===== config.mk =====
export PLATFORM = sky130hd
export DESIGN_NAME = mmu_csr_unit
export DESIGN_NICKNAME = d
export VERILOG_FILES = /design/src/rtl/mmu_csr_pkg.sv /design/src/rtl/mmu_csr_ctrl.sv /design/src/rtl/mmu_csr_irq.sv /design/src/rtl/mmu_csr_unit.sv
export SDC_FILE = /design/constraint.sdc
export NUM_CORES = 1
export LEC_CHECK = 0
export ABC_AREA = 0
export CORE_MARGIN = 2
export CORE_UTILIZATION = 25
export CTS_CLUSTER_DIAMETER = 150
export DETAILED_ROUTE_END_ITERATION = 10
export GPL_TIMING_DRIVEN = 0
export PLACE_DENSITY_LB_ADDON = 0.08
export SETUP_SLACK_MARGIN = 0.5
export SYNTH_ARGS = -nofsm -noshare
export SYNTH_HDL_FRONTEND = slang
export SYNTH_HIERARCHICAL = 1
export SYNTH_SLANG_ARGS = --single-unit

===== constraint.sdc =====
create_clock -name clk -period 2.7 [get_ports clk]
set_clock_uncertainty 0.2 [all_clocks]
set_input_delay 0.27 -clock clk [delete_from_list [all_inputs] [get_ports clk]]
set_output_delay 0.27 -clock clk [all_outputs]
set_load 0.005 [all_outputs]

===== src/rtl/mmu_csr_pkg.sv =====
package mmu_csr_pkg;
  localparam int unsigned REG_W      = 32;
  localparam int unsigned PAGE_SHIFT = 12;
  localparam int unsigned PAGE_W     = REG_W - PAGE_SHIFT;
  localparam int unsigned NUM_CAUSE  = 2;
  localparam int unsigned CMD_W      = 3;
  localparam int unsigned ADDR_W     = 6;
  localparam int unsigned IDX_W      = ADDR_W - 2;
  localparam int unsigned NUM_REGS   = 10;

  typedef enum logic [IDX_W-1:0] {
    RG_DIR   = 4'd0,
    RG_STAT  = 4'd1,
    RG_CMD   = 4'd2,
    RG_FADDR = 4'd3,
    RG_INVAL = 4'd4,
    RG_RAW   = 4'd5,
    RG_ICLR  = 4'd6,
    RG_IMASK = 4'd7,
    RG_ISTAT = 4'd8,
    RG_GATE  = 4'd9
  } reg_idx_e;

  typedef enum logic [CMD_W-1:0] {
    CMD_PG_ON   = 3'd0,
    CMD_PG_OFF  = 3'd1,
    CMD_STL_ON  = 3'd2,
    CMD_STL_OFF = 3'd3,
    CMD_FLUSH   = 3'd4,
    CMD_FDONE   = 3'd5,
    CMD_HRST    = 3'd6
  } cmd_e;

  // Directory pointer keeps only the page-aligned part.
  function automatic logic [REG_W-1:0] align_dir(input logic [REG_W-1:0] v);
    return {v[REG_W-1:PAGE_SHIFT], {PAGE_SHIFT{1'b0}}};
  endfunction

  // New events override a clear in the same cycle.
  function automatic logic [NUM_CAUSE-1:0] cause_next(
    input logic [NUM_CAUSE-1:0] raw,
    input logic [NUM_CAUSE-1:0] clr,
    input logic [NUM_CAUSE-1:0] evt);
    return (raw & ~clr) | evt;
  endfunction

  function automatic logic [REG_W-1:0] pack_status(
    input logic paging, input logic fault, input logic stall,
    input logic idle, input logic replay_empty, input logic fault_wr);
    logic [REG_W-1:0] s;
    s = '0;
    s[0] = paging;
    s[1] = fault;
    s[2] = stall;
    s[3] = idle;
    s[4] = replay_empty;
    s[5] = fault_wr;
    s[REG_W-1] = ~stall;
    return s;
  endfunction
endpackage


===== src/rtl/mmu_csr_ctrl.sv =====
module mmu_csr_ctrl
  import mmu_csr_pkg::*;
(
  input  logic              clk,
  input  logic              rst_n,
  input  logic              cmd_we,
  input  logic [CMD_W-1:0]  cmd_code,
  input  logic              dir_we,
  input  logic [REG_W-1:0]  dir_wdata,
  input  logic              gate_we,
  input  logic              gate_wdata,
  input  logic              inval_we,
  input  logic [PAGE_W-1:0] inval_wdata,
  input  logic              wk_busy,
  input  logic              wk_fault_evt,
  input  logic [REG_W-1:0]  wk_fault_addr,
  input  logic              wk_fault_write,
  output logic [REG_W-1:0]  dir_base,
  output logic              paging_en,
  output logic              stall_req,
  output logic              stall_act,
  output logic              fault_act,
  output logic [REG_W-1:0]  fault_addr,
  output logic              fault_is_wr,
  output logic              gate_en,
  output logic              flush_pulse,
  output logic              done_pulse,
  output logic              inval_pulse,
  output logic [PAGE_W-1:0] inval_page,
  output logic              hard_rst
);
  // Named command events
  logic cmd_pg_on, cmd_pg_off, cmd_stl_on, cmd_stl_off, cmd_flush, cmd_done;
  logic stall_refused, fault_take, stall_nxt;

  assign cmd_pg_on   = cmd_we && (cmd_code == CMD_PG_ON);
  assign cmd_pg_off  = cmd_we && (cmd_code == CMD_PG_OFF);
  assign cmd_stl_on  = cmd_we && (cmd_code == CMD_STL_ON);
  assign cmd_stl_off = cmd_we && (cmd_code == CMD_STL_OFF);
  assign cmd_flush   = cmd_we && (cmd_code == CMD_FLUSH);
  assign cmd_done    = cmd_we && (cmd_code == CMD_FDONE);
  assign hard_rst    = cmd_we && (cmd_code == CMD_HRST);

  assign stall_refused = cmd_stl_on && fault_act;
  assign fault_take    = wk_fault_evt && !fault_act;

  always_comb begin
    stall_nxt = stall_req;
    if (cmd_stl_on && !fault_act) stall_nxt = 1'b1;
    else if (cmd_stl_off)         stall_nxt = 1'b0;
  end

  always_ff @(posedge clk or negedge rst_n) begin
    if (!rst_n) begin
      dir_base    <= '0;
      paging_en   <= 1'b0;
      stall_req   <= 1'b0;
      stall_act   <= 1'b0;
      fault_act   <= 1'b0;
      fault_addr  <= '0;
      fault_is_wr <= 1'b0;
      gate_en     <= 1'b0;
      flush_pulse <= 1'b0;
      done_pulse  <= 1'b0;
      inval_pulse <= 1'b0;
      inval_page  <= '0;
    end else if (hard_rst) begin
      dir_base    <= '0;
      paging_en   <= 1'b0;
      stall_req   <= 1'b0;
      stall_act   <= 1'b0;
      fault_act   <= 1'b0;
      fault_addr  <= '0;
      fault_is_wr <= 1'b0;
      gate_en     <= 1'b0;
      flush_pulse <= 1'b0;
      done_pulse  <= 1'b0;
      inval_pulse <= 1'b0;
      inval_page  <= '0;
    end else begin
      if (dir_we)  dir_base <= align_dir(dir_wdata);
      if (gate_we) gate_en  <= gate_wdata;
      if (cmd_pg_on)       paging_en <= 1'b1;
      else if (cmd_pg_off) paging_en <= 1'b0;
      stall_req <= stall_nxt;
      stall_act <= stall_nxt && !wk_busy;
      if (fault_take) begin
        fault_act   <= 1'b1;
        fault_addr  <= wk_fault_addr;
        fault_is_wr <= wk_fault_write;
      end else if (cmd_done) begin
        fault_act <= 1'b0;
      end
      flush_pulse <= cmd_flush;
      done_pulse  <= cmd_done;
      inval_pulse <= inval_we;
      if (inval_we) inval_page <= inval_wdata;
    end
  end

  // upper pointer bits land unchanged
  a_r2_dir_update: assert property (@(posedge clk) disable iff (!rst_n)
    dir_we |=> (dir_base[REG_W-1:PAGE_SHIFT] == $past(dir_wdata[REG_W-1:PAGE_SHIFT])));
  // a refused stall leaves the request as it was
  a_r4_stall_refused: assert property (@(posedge clk) disable iff (!rst_n)
    stall_refused |=> $stable(stall_req));
  // stall never reported after a busy edge
  a_r5_stall_idle: assert property (@(posedge clk) disable iff (!rst_n)
    stall_act |-> $past(!wk_busy));
  // acknowledge drops an active fault
  a_r6_fault_done: assert property (@(posedge clk) disable iff (!rst_n)
    (cmd_done && fault_act) |=> !fault_act);
  // hard reset clears pointer and control state
  a_r10_hard_reset: assert property (@(posedge clk) disable iff (!rst_n)
    hard_rst |=> (dir_base == '0) && !paging_en && !stall_req && !fault_act);
endmodule


===== src/rtl/mmu_csr_irq.sv =====
module mmu_csr_irq
  import mmu_csr_pkg::*;
(
  input  logic                 clk,
  input  logic                 rst_n,
  input  logic                 hard_rst,
  input  logic [NUM_CAUSE-1:0] evt,
  input  logic                 clr_we,
  input  logic [NUM_CAUSE-1:0] clr_bits,
  input  logic                 mask_we,
  input  logic [NUM_CAUSE-1:0] mask_bits,
  output logic [NUM_CAUSE-1:0] raw,
  output logic [NUM_CAUSE-1:0] mask,
  output logic [NUM_CAUSE-1:0] masked,
  output logic                 irq
);
  logic [NUM_CAUSE-1:0] clr_eff;

  assign clr_eff = clr_we ? clr_bits : '0;
  assign masked  = raw & mask;
  assign irq     = |masked;

  always_ff @(posedge clk or negedge rst_n) begin
    if (!rst_n) begin
      raw  <= '0;
      mask <= '0;
    end else if (hard_rst) begin
      raw  <= '0;
      mask <= '0;
    end else begin
      raw <= cause_next(raw, clr_eff, evt);
      if (mask_we) mask <= mask_bits;
    end
  end

  // a new cause is never lost to a clear
  a_r7_event_wins: assert property (@(posedge clk) disable iff (!rst_n)
    ((|evt) && !hard_rst) |=> ((raw & $past(evt)) == $past(evt)));
  // the line only rises with some cause enabled
  a_r8_irq_needs_mask: assert property (@(posedge clk) disable iff (!rst_n)
    irq |-> (mask != '0));
endmodule


===== src/rtl/mmu_csr_unit.sv =====
module mmu_csr_unit
  import mmu_csr_pkg::*;
(
  input  logic              clk,
  input  logic              rst_n,
  input  logic              bus_wr,
  input  logic [ADDR_W-1:0] bus_addr,
  input  logic [REG_W-1:0]  bus_wdata,
  output logic [REG_W-1:0]  bus_rdata,
  output logic              irq_o,
  output logic [REG_W-1:0]  wk_dir_base,
  output logic              wk_paging_en,
  output logic              wk_stall_req,
  input  logic              wk_busy,
  input  logic              wk_replay_empty,
  output logic              wk_flush_all,
  output logic              wk_inval_one,
  output logic [PAGE_W-1:0] wk_inval_page,
  input  logic              wk_fault_evt,
  input  logic [REG_W-1:0]  wk_fault_addr,
  input  logic              wk_fault_write,
  input  logic              wk_bus_err,
  output logic              wk_fault_done,
  output logic              wk_autogate
);
  logic [IDX_W-1:0]    idx;
  logic                aligned;
  logic [NUM_REGS-1:0] wr_sel;

  assign idx     = bus_addr[ADDR_W-1:2];
  assign aligned = (bus_addr[1:0] == 2'b00);

  for (genvar g = 0; g < NUM_REGS; g++) begin : g_wsel
    assign wr_sel[g] = bus_wr && aligned && (idx == IDX_W'(g));
  end

  logic                 stall_act, fault_act, fault_is_wr, hard_rst;
  logic [REG_W-1:0]     fault_addr;
  logic [NUM_CAUSE-1:0] raw, mask, masked, evt;

  mmu_csr_ctrl u_ctrl (
    .clk            (clk),
    .rst_n          (rst_n),
    .cmd_we         (wr_sel[RG_CMD]),
    .cmd_code       (bus_wdata[CMD_W-1:0]),
    .dir_we         (wr_sel[RG_DIR]),
    .dir_wdata      (bus_wdata),
    .gate_we        (wr_sel[RG_GATE]),
    .gate_wdata     (bus_wdata[0]),
    .inval_we       (wr_sel[RG_INVAL]),
    .inval_wdata    (bus_wdata[REG_W-1:PAGE_SHIFT]),
    .wk_busy        (wk_busy),
    .wk_fault_evt   (wk_fault_evt),
    .wk_fault_addr  (wk_fault_addr),
    .wk_fault_write (wk_fault_write),
    .dir_base       (wk_dir_base),
    .paging_en      (wk_paging_en),
    .stall_req      (wk_stall_req),
    .stall_act      (stall_act),
    .fault_act      (fault_act),
    .fault_addr     (fault_addr),
    .fault_is_wr    (fault_is_wr),
    .gate_en        (wk_autogate),
    .flush_pulse    (wk_flush_all),
    .done_pulse     (wk_fault_done),
    .inval_pulse    (wk_inval_one),
    .inval_page     (wk_inval_page),
    .hard_rst       (hard_rst)
  );

  assign evt = {wk_bus_err, wk_fault_evt};

  mmu_csr_irq u_irq (
    .clk       (clk),
    .rst_n     (rst_n),
    .hard_rst  (hard_rst),
    .evt       (evt),
    .clr_we    (wr_sel[RG_ICLR]),
    .clr_bits  (bus_wdata[NUM_CAUSE-1:0]),
    .mask_we   (wr_sel[RG_IMASK]),
    .mask_bits (bus_wdata[NUM_CAUSE-1:0]),
    .raw       (raw),
    .mask      (mask),
    .masked    (masked),
    .irq       (irq_o)
  );

  always_comb begin
    bus_rdata = '0;
    if (aligned) begin
      case (idx)
        RG_DIR:   bus_rdata = wk_dir_base;
        RG_STAT:  bus_rdata = pack_status(wk_paging_en, fault_act, stall_act,
                                          !wk_busy, wk_replay_empty, fault_is_wr);
        RG_FADDR: bus_rdata = fault_addr;
        RG_RAW:   bus_rdata = REG_W'(raw);
        RG_IMASK: bus_rdata = REG_W'(mask);
        RG_ISTAT: bus_rdata = REG_W'(masked);
        RG_GATE:  bus_rdata = REG_W'(wk_autogate);
        default:  bus_rdata = '0;
      endcase
    end
  end
endmodule


==> flow_metrics.env, run 1 <==
export IMPL_startpoint_type="primary input"
export IMPL_place_gp_congestion=0.7564
export IMPL_cp_end_kind="primary output"
export IMPL_ys_warn_count=6
export IMPL_regToRegSetupSlack_ns=1.10
export IMPL_first_global_vias=3838
export IMPL_path_cells="dlygate4sd2_1 -> nor2_4 -> o21ai_4 -> buf_4 -> nor2_1 -> clkdlybuf4s50_1"
export IMPL_p_int_mw=2.599
export IMPL_htreeDepth=3
export IMPL_swShare_pct=24.72
export IMPL_clk_path_buf_depth=2
export IMPL_grt_pass1_wl_mm=22.09
export IMPL_num_rows=47
export IMPL_crit_fanout=7
export IMPL_rr_worst_depth=5
export IMPL_worst_slew_pin_slew_ns=0.5806
export IMPL_synth_distinct_cells=48
export IMPL_dr_pass1_iters=4
export IMPL_min_path_type="in2async"
export IMPL_maxCapViolations=0
export IMPL_power_frac_comb_pct=18.6
export IMPL_antenna_found_initial=1
export IMPL_arrival_ns=1.67
export IMPL_routed_wl_mm=14.24
export IMPL_synth_area_sq_um=4195
export IMPL_synth_seq_area_share_pct=50.70
export IMPL_crit_path_max_incr_delay_ns=0.50
export IMPL_cp_slowest_cell="clkdlybuf4s50_1"
export IMPL_drc=0
export IMPL_clkPwrFrac_pct=36.8
export IMPL_die_y_um=133.5
export IMPL_clock_sinks=85
export IMPL_power_density_nw_per_um2=527.7
export IMPL_globalRouteTotalUtil_pct=16.41
export IMPL_synth_seq_cells=85
export IMPL_seq_power_share_pct=44.6
export IMPL_io_pins=169
export IMPL_fin_cells=796
export IMPL_fmax_ghz=0.4675
export IMPL_core_area_sq_um=16470
export IMPL_cts_made_buffers=9
export IMPL_rsz0062_at_grt="true"
export IMPL_hold_viol_final=0
export IMPL_report_final_slew_viol_count=0
export IMPL_r2r_start="u_ctrl/fault_act$_DFFE_PN0P_"
export IMPL_dieArea_sq_um=17830
export IMPL_ir_worst_vdd_uv=253.4
export IMPL_clkTransAtPathRegs_ns=0.06
export IMPL_multi_input_area_sq_um=1832
export IMPL_outcome="complete, no violations"
export IMPL_grt_max_degree=47
export IMPL_grt_overflow=0
export IMPL_layout_nets=649
export IMPL_area_growth_pct=55.95
export IMPL_wire_per_inst_um=17.89
export IMPL_dp_cells=762
export IMPL_vias_per_cell=4.599
export IMPL_hold_slack_ns=0.2671
export IMPL_final_cell_area_sq_um=6543
export IMPL_power_switching_mw=0.8536
export IMPL_clock_latency_ns=0.34
export IMPL_die_w_um=133.5
export IMPL_detailed_place_hpwl_mm=10.28
export IMPL_syn_avg_cell_area_sq_um=10.95
export IMPL_vias=3661
export IMPL_min_period_over_period_pct=79.23
export IMPL_setup_viol=0
export IMPL_regArea_sq_um=2127
export IMPL_slew_headroom_pct=61.29
export IMPL_port_buffers=147
export IMPL_initialDrtViolationCount=123
export IMPL_start_util_pct=25.48
export IMPL_total_power_mw=3.452
export IMPL_criticalPathCategory="in2out"
export IMPL_ant_nets=0
export IMPL_worstPathRequired_ns=2.23
export IMPL_p_leak_nw=2.812
export IMPL_synthCells=383
export IMPL_dpl_instance_area_sq_um=6015
export IMPL_drive_gt1_share_pct=18.43
export IMPL_timing_rr_end="u_ctrl/fault_addr[6]$_DFFE_PN0P_"
export IMPL_cts_root_buf="clkbuf_16"
export IMPL_period_minus_slack_ns=2.139
export IMPL_num_fill_cells=1678
export IMPL_cts_tree="done"
[routing by layer]
metal	track usage (%)	wire [um]	up-vias
met1	21.87	6509	1798
li1	-	-	1735
met4	5.496	188	0
met3	5.023	1047	12
met2	25.40	6493	116
met5	0	0	-
[how the worst max path moves through the flow]
stage	from	slack [ns]	cells past startpoint	to
CTS	bus_addr[3]	0.45	7	bus_rdata[31]
global route	u_ctrl/fault_addr[31]$_DFFE_PN0P_	0.48	4	bus_rdata[31]
detailed placement	bus_addr[2]	-0.71	7	u_ctrl/dir_base[16]$_DFFE_PN0P_
finish	bus_addr[0]	0.56	6	bus_rdata[8]
global placement	rst_n	-2.28	1	u_ctrl/inval_page[16]$_DFFE_PN0P_
floorplan	bus_addr[5]	0.50	7	u_ctrl/dir_base[12]$_DFFE_PN0P_
[cell type report]
cell class	instances	share of cell area, %
well taps	220	4.207
inverters	5	0.2869
diodes	1	0.03825
flip-flops and latches	85	32.51
multi-input cells	263	28.00
clock inverters	3	0.6693
plain buffers	41	5.680
clock buffers	12	3.920
repair buffers	166	24.69
[cells in the mapped netlist (all sizes together)]
| library cell | number | area (sq um) |
|---|---|---|
| nand4b | 1 | 8.760 |
| nand3 | 1 | 5.000 |
| dfrtp | 85 | 2127 |
| a41oi | 1 | 8.760 |
| nor4 | 3 | 33.78 |
| nand2b | 4 | 25.02 |
| a311oi | 2 | 17.52 |
| mux2i | 45 | 450.4 |
| a32oi | 1 | 8.760 |
| and4b | 1 | 10.01 |
| a22oi | 27 | 202.7 |
| and2 | 3 | 21.27 |
| nand4 | 1 | 6.260 |
| nor2b | 4 | 32.53 |
| a21o | 2 | 15.01 |
| nand4bb | 1 | 11.26 |
| a211oi | 2 | 15.01 |
| and4bb | 1 | 12.51 |
| nand2 | 8 | 30.03 |
| o32ai | 2 | 17.52 |
| nor4bb | 1 | 10.01 |
| nor3 | 2 | 10.01 |
| conb | 1 | 3.750 |
| a21oi | 5 | 28.78 |
| nor2 | 82 | 315.3 |
| clkbuf | 3 | 11.26 |
| o21ai | 4 | 31.28 |
| inv | 5 | 18.77 |
| a22o | 33 | 289.0 |
| mux2 | 2 | 22.52 |
| o21a | 1 | 7.510 |
| nand3b | 2 | 15.01 |
| or2 | 1 | 6.260 |
| or3 | 2 | 12.51 |
| mux4 | 1 | 22.52 |
| or4 | 1 | 7.510 |
| nor3b | 2 | 15.01 |
| and3 | 2 | 12.51 |
| buf | 38 | 296.5 |
[worst max-delay path, delay by kind of cell]
| family | cells | cell delay, ns |
|---|---|---|
| AO/OA/AOI/OAI | 1 | 0.12 |
| buffers and inverters | 3 | 0.94 |
| AND/OR/NAND/NOR | 2 | 0.33 |
[flip-flops by register name, summed over array words and instances (netlist names)]
| signal | cells |
|---|---|
| u_ctrl/fault_is_wr | 1 |
| u_irq/raw | 2 |
| u_ctrl/fault_addr | 32 |
| u_ctrl/stall_act | 1 |
| u_ctrl/dir_base | 20 |
| u_ctrl/inval_page | 20 |
| u_ctrl/inval_pulse | 1 |
| u_ctrl/stall_req | 1 |
| u_ctrl/flush_pulse | 1 |
| u_irq/mask | 2 |
| u_ctrl/paging_en | 1 |
| u_ctrl/done_pulse | 1 |
| u_ctrl/fault_act | 1 |
| u_ctrl/gate_en | 1 |
[power groups by stage]
stage / logic (mW) / clock network (mW) / registers [mW]
final: 0.642 / 1.27 / 1.54
after global routing: 0.701 / 1.37 / 1.56
after CTS: 0.645 / 1.31 / 1.54
after detailed placement: 0.614 / 0 / 1.56
after global placement: 0.603 / 0 / 1.56
after floorplan: 0.232 / 0 / 1.54
[what timing repair did]
action	CTS	global route
setup buffers	16	0
pin swaps	12	3
gates resized for setup	92	18
hold buffers	1	0
endpoints found under the setup margin	113	33
gates cloned	1	0
endpoints found under the hold margin	39	0
[cell usage in the layout, fill, tap and decap left out, types with 3 or more instances in the layout]
cell,n
clkbuf_2,3
buf_2,15
clkbuf_16,9
inv_1,5
nand2b_1,3
dfrtp_1,85
buf_6,12
clkdlybuf4s50_1,116
o21ai_0,3
nand2_1,7
mux2i_1,45
a22oi_1,27
a21oi_1,3
a22o_1,33
clkbuf_4,3
buf_8,6
nor2_1,78
dlygate4sd2_1,14
conb_1,12
nor2_4,3
buf_4,29
[cells by family (layout without fill, tap and decap cells)]
logic type | after synthesis | count (layout) | share of synthesized area (%)
AO/OA/AOI/OAI | 80 | 80 | 15.30
buffers and inverters | 46 | 227 | 7.784
AND/OR/NAND/NOR | 123 | 123 | 14.32
other | 1 | 13 | 0.08939
multiplexers | 48 | 48 | 11.81
flip-flops | 85 | 85 | 50.70
[stage by stage]
stage               setup WS (ns)  utilization (%)  TNS (ns)
CTS                        0.4480            39.70         0
floorplan                  0.5005                -         0
global route               0.4841            39.72         0
global placement           -2.279            36.38   -228.56
finish                     0.5609            39.73         0
detailed placement        -0.7094            36.53    -35.13
Power figures use the tool's default switching activity.
==> run 2: changes to the inputs <==
clock period = 1.8 ns   (was 2.7 ns; I/O delays follow)
==> run 2 against run 1 <==
Net effect:
- global-route usage grew 0.75 points
- via count grew 8.8%
- sequential share of layout area shrank 5.1 points
- sequential power grew 51%
- first-iteration DRC count grew 5.7%
- the flow now finishes with violations (negative setup slack)
- design area grew 19%
- final cell count grew 9.2%
- largest power group unchanged
- critical endpoint is now bus_rdata[1]
==> flow_metrics.env, run 2 (synthesized netlist as in run 1, its figures left out) <==
export IMPL_rr_worst_depth=6
export IMPL_grt_max_degree=60
export IMPL_swShare_pct=26.13
export IMPL_fmax_ghz=0.4821
export IMPL_htreeDepth=3
export IMPL_place_gp_congestion=0.7485
export IMPL_die_y_um=133.5
export IMPL_power_switching_mw=1.383
export IMPL_top_register="u_ctrl/fault_addr"
export IMPL_routed_wl_mm=15.90
export IMPL_outcome="finished with violations"
export IMPL_ant_nets=0
export IMPL_pre_cts_slack_ns=-1.168
export IMPL_p_leak_nw=3.736
export IMPL_drive_gt1_share_pct=44.22
export IMPL_seq_power_share_pct=43.9
export IMPL_violations="negative setup slack"
export IMPL_start_util_pct=25.48
export IMPL_ir_worst_vdd_uv=427.4
export IMPL_die_w_um=133.5
export IMPL_initialDrtViolationCount=130
export IMPL_drc=0
export IMPL_crit_fanout=3
export IMPL_dr_pass1_iters=4
export IMPL_report_final_slew_viol_count=0
export IMPL_startpoint_type="flip-flop"
export IMPL_arrival_ns=1.69
export IMPL_criticalPathCategory="reg2out"
export IMPL_cp_end_kind="primary output"
export IMPL_dp_cells=762
export IMPL_grt_pass1_wl_mm=23.36
export IMPL_io_pins=169
export IMPL_clock_latency_ns=0.34
export IMPL_top_regs="u_ctrl/fault_addr x32, u_ctrl/dir_base x20, u_ctrl/inval_page x20"
export IMPL_antenna_cells=0
export IMPL_wire_per_inst_um=18.29
export IMPL_setup_viol=19
export IMPL_port_buffers=147
export IMPL_worstPathRequired_ns=1.42
export IMPL_clock_sinks=85
export IMPL_largest_reg_flops=32
export IMPL_worst_slack_ns=-0.2741
export IMPL_core_area_sq_um=16470
export IMPL_clkTransAtPathRegs_ns=0.06
export IMPL_maxCapViolations=0
export IMPL_layout_common_cells="dfrtp_1 (85), nor2_1 (69), buf_4 (58)"
export IMPL_num_rows=47
export IMPL_cts_made_buffers=9
export IMPL_globalRouteTotalUtil_pct=17.16
export IMPL_grt_overflow=0
export IMPL_holdPathStages=2
export IMPL_clk_path_buf_depth=2
export IMPL_cts_tree="done"
export IMPL_power_frac_comb_pct=21.2
export IMPL_dieArea_sq_um=17830
export IMPL_vias_per_cell=4.585
export IMPL_post_route_util_pct=47.16
export IMPL_hold_viol_final=0
export IMPL_antenna_found_initial=0
export IMPL_first_global_vias=3930
export IMPL_detailed_place_hpwl_mm=10.11
export IMPL_power_density_nw_per_um2=681.7
export IMPL_min_path_type="in2reg"
export IMPL_clkPwrFrac_pct=34.9
export IMPL_layout_nets=722
export IMPL_vias=3984
export IMPL_rsz0062_at_grt="true"
export IMPL_min_period_over_period_pct=115.2
export IMPL_area_growth_pct=85.09
export IMPL_period_minus_slack_ns=2.074
export IMPL_final_common_cell="dfrtp_1"
export IMPL_p_int_mw=3.910
export IMPL_cts_root_buf="clkbuf_16"
export IMPL_fin_cells=869
-- run 2: cell types whose count changed in the layout (fill, tap and decap cells not counted), sizes merged, moves of 6 or more --
cell,delta
clkdlybuf4s50,-60
dlymetal6s2s,+21
dlygate4sd2,-14
buf,+120
clkbuf,+6
-- run 2: critical path, cell delays in order (launching register included) --
cell     delay, ns
dfrtp_1       0.38
and2_4        0.15
mux2i_1       0.06
or4_4         0.48
a21oi_2       0.15
buf_2         0.13
-- run 2: what timing repair did --
action                                  CTS  global route
hold endpoints to repair                 85             0
hold buffers                              1             0
endpoints found under the setup margin  164           157
gates cloned                              5             6
gates resized for setup                 284           161
pin swaps                                48            89
buffers inserted                         45            34
-- run 2: per-layer routing --
layer | vias up | GRT usage [%] | share of wire (%)
li1 | 1877 | - | -
met1 | 1962 | 23.23 | 44
met2 | 129 | 27.81 | 50
met3 | 16 | 3.539 | 5.1
met4 | 0 | 4.965 | 1.3
met5 | - | 0 | 0
-- run 2: path summary, 6_finish.rpt --
check | from | endpoint | slack [ns]
max | u_irq/mask[1]$_DFFE_PN0P_ | bus_rdata[1] | -0.27
min | wk_busy | u_ctrl/stall_act$_DFF_PN0_ | 0.07
max reg2reg | u_ctrl/fault_act$_DFFE_PN0P_ | u_ctrl/fault_addr[7]$_DFFE_PN0P_ | 0.08
min reg2reg | u_ctrl/inval_page[12]$_DFFE_PN0P_ | u_ctrl/inval_page[12]$_DFFE_PN0P_ | 0.32
max in group asynchronous | rst_n | u_ctrl/inval_page[2]$_DFFE_PN0P_ | 0.65
min in group asynchronous | rst_n | u_ctrl/paging_en$_DFFE_PN0P_ | 0.12
-- run 2: final cells by class --
class / count / area, sq um
clock inverter: 6 / 63.81
timing repair buffer: 239 / 2354
buffer: 41 / 541.8
multi-input combinational: 263 / 2156
clock buffer: 10 / 229.0
inverter: 5 / 18.77
sequential: 85 / 2127
fill: 1560 / 8701
tap: 220 / 275.3
-- run 2: metrics by stage --
stage | total power [mW] | instance area, sq um | TNS [ns] | hold slack [ns]
2_1_floorplan | 2.675 | 4383 | -1.396 | -0.3156
3_3_place_gp | 3.271 | 6130 | -364.80 | 0.2862
3_5_place_dp | 3.287 | 6155 | -106.75 | -0.05739
4_1_cts | 5.254 | 7010 | -1.511 | 0.1324
5_1_grt | 5.571 | 7765 | -4.269 | 0.05930
6_report | 5.294 | 7765 | -0.5704 | 0.06501
-- run 2: power groups by stage --
stage | Sequential [mW] | Combinational, mW | Clock [mW]
global placement | 2.34 | 0.932 | 0
detailed placement | 2.34 | 0.948 | 0
global route | 2.35 | 1.22 | 2.00
finish | 2.32 | 1.12 | 1.85
floorplan | 2.31 | 0.365 | 0
CTS | 2.32 | 1.01 | 1.92
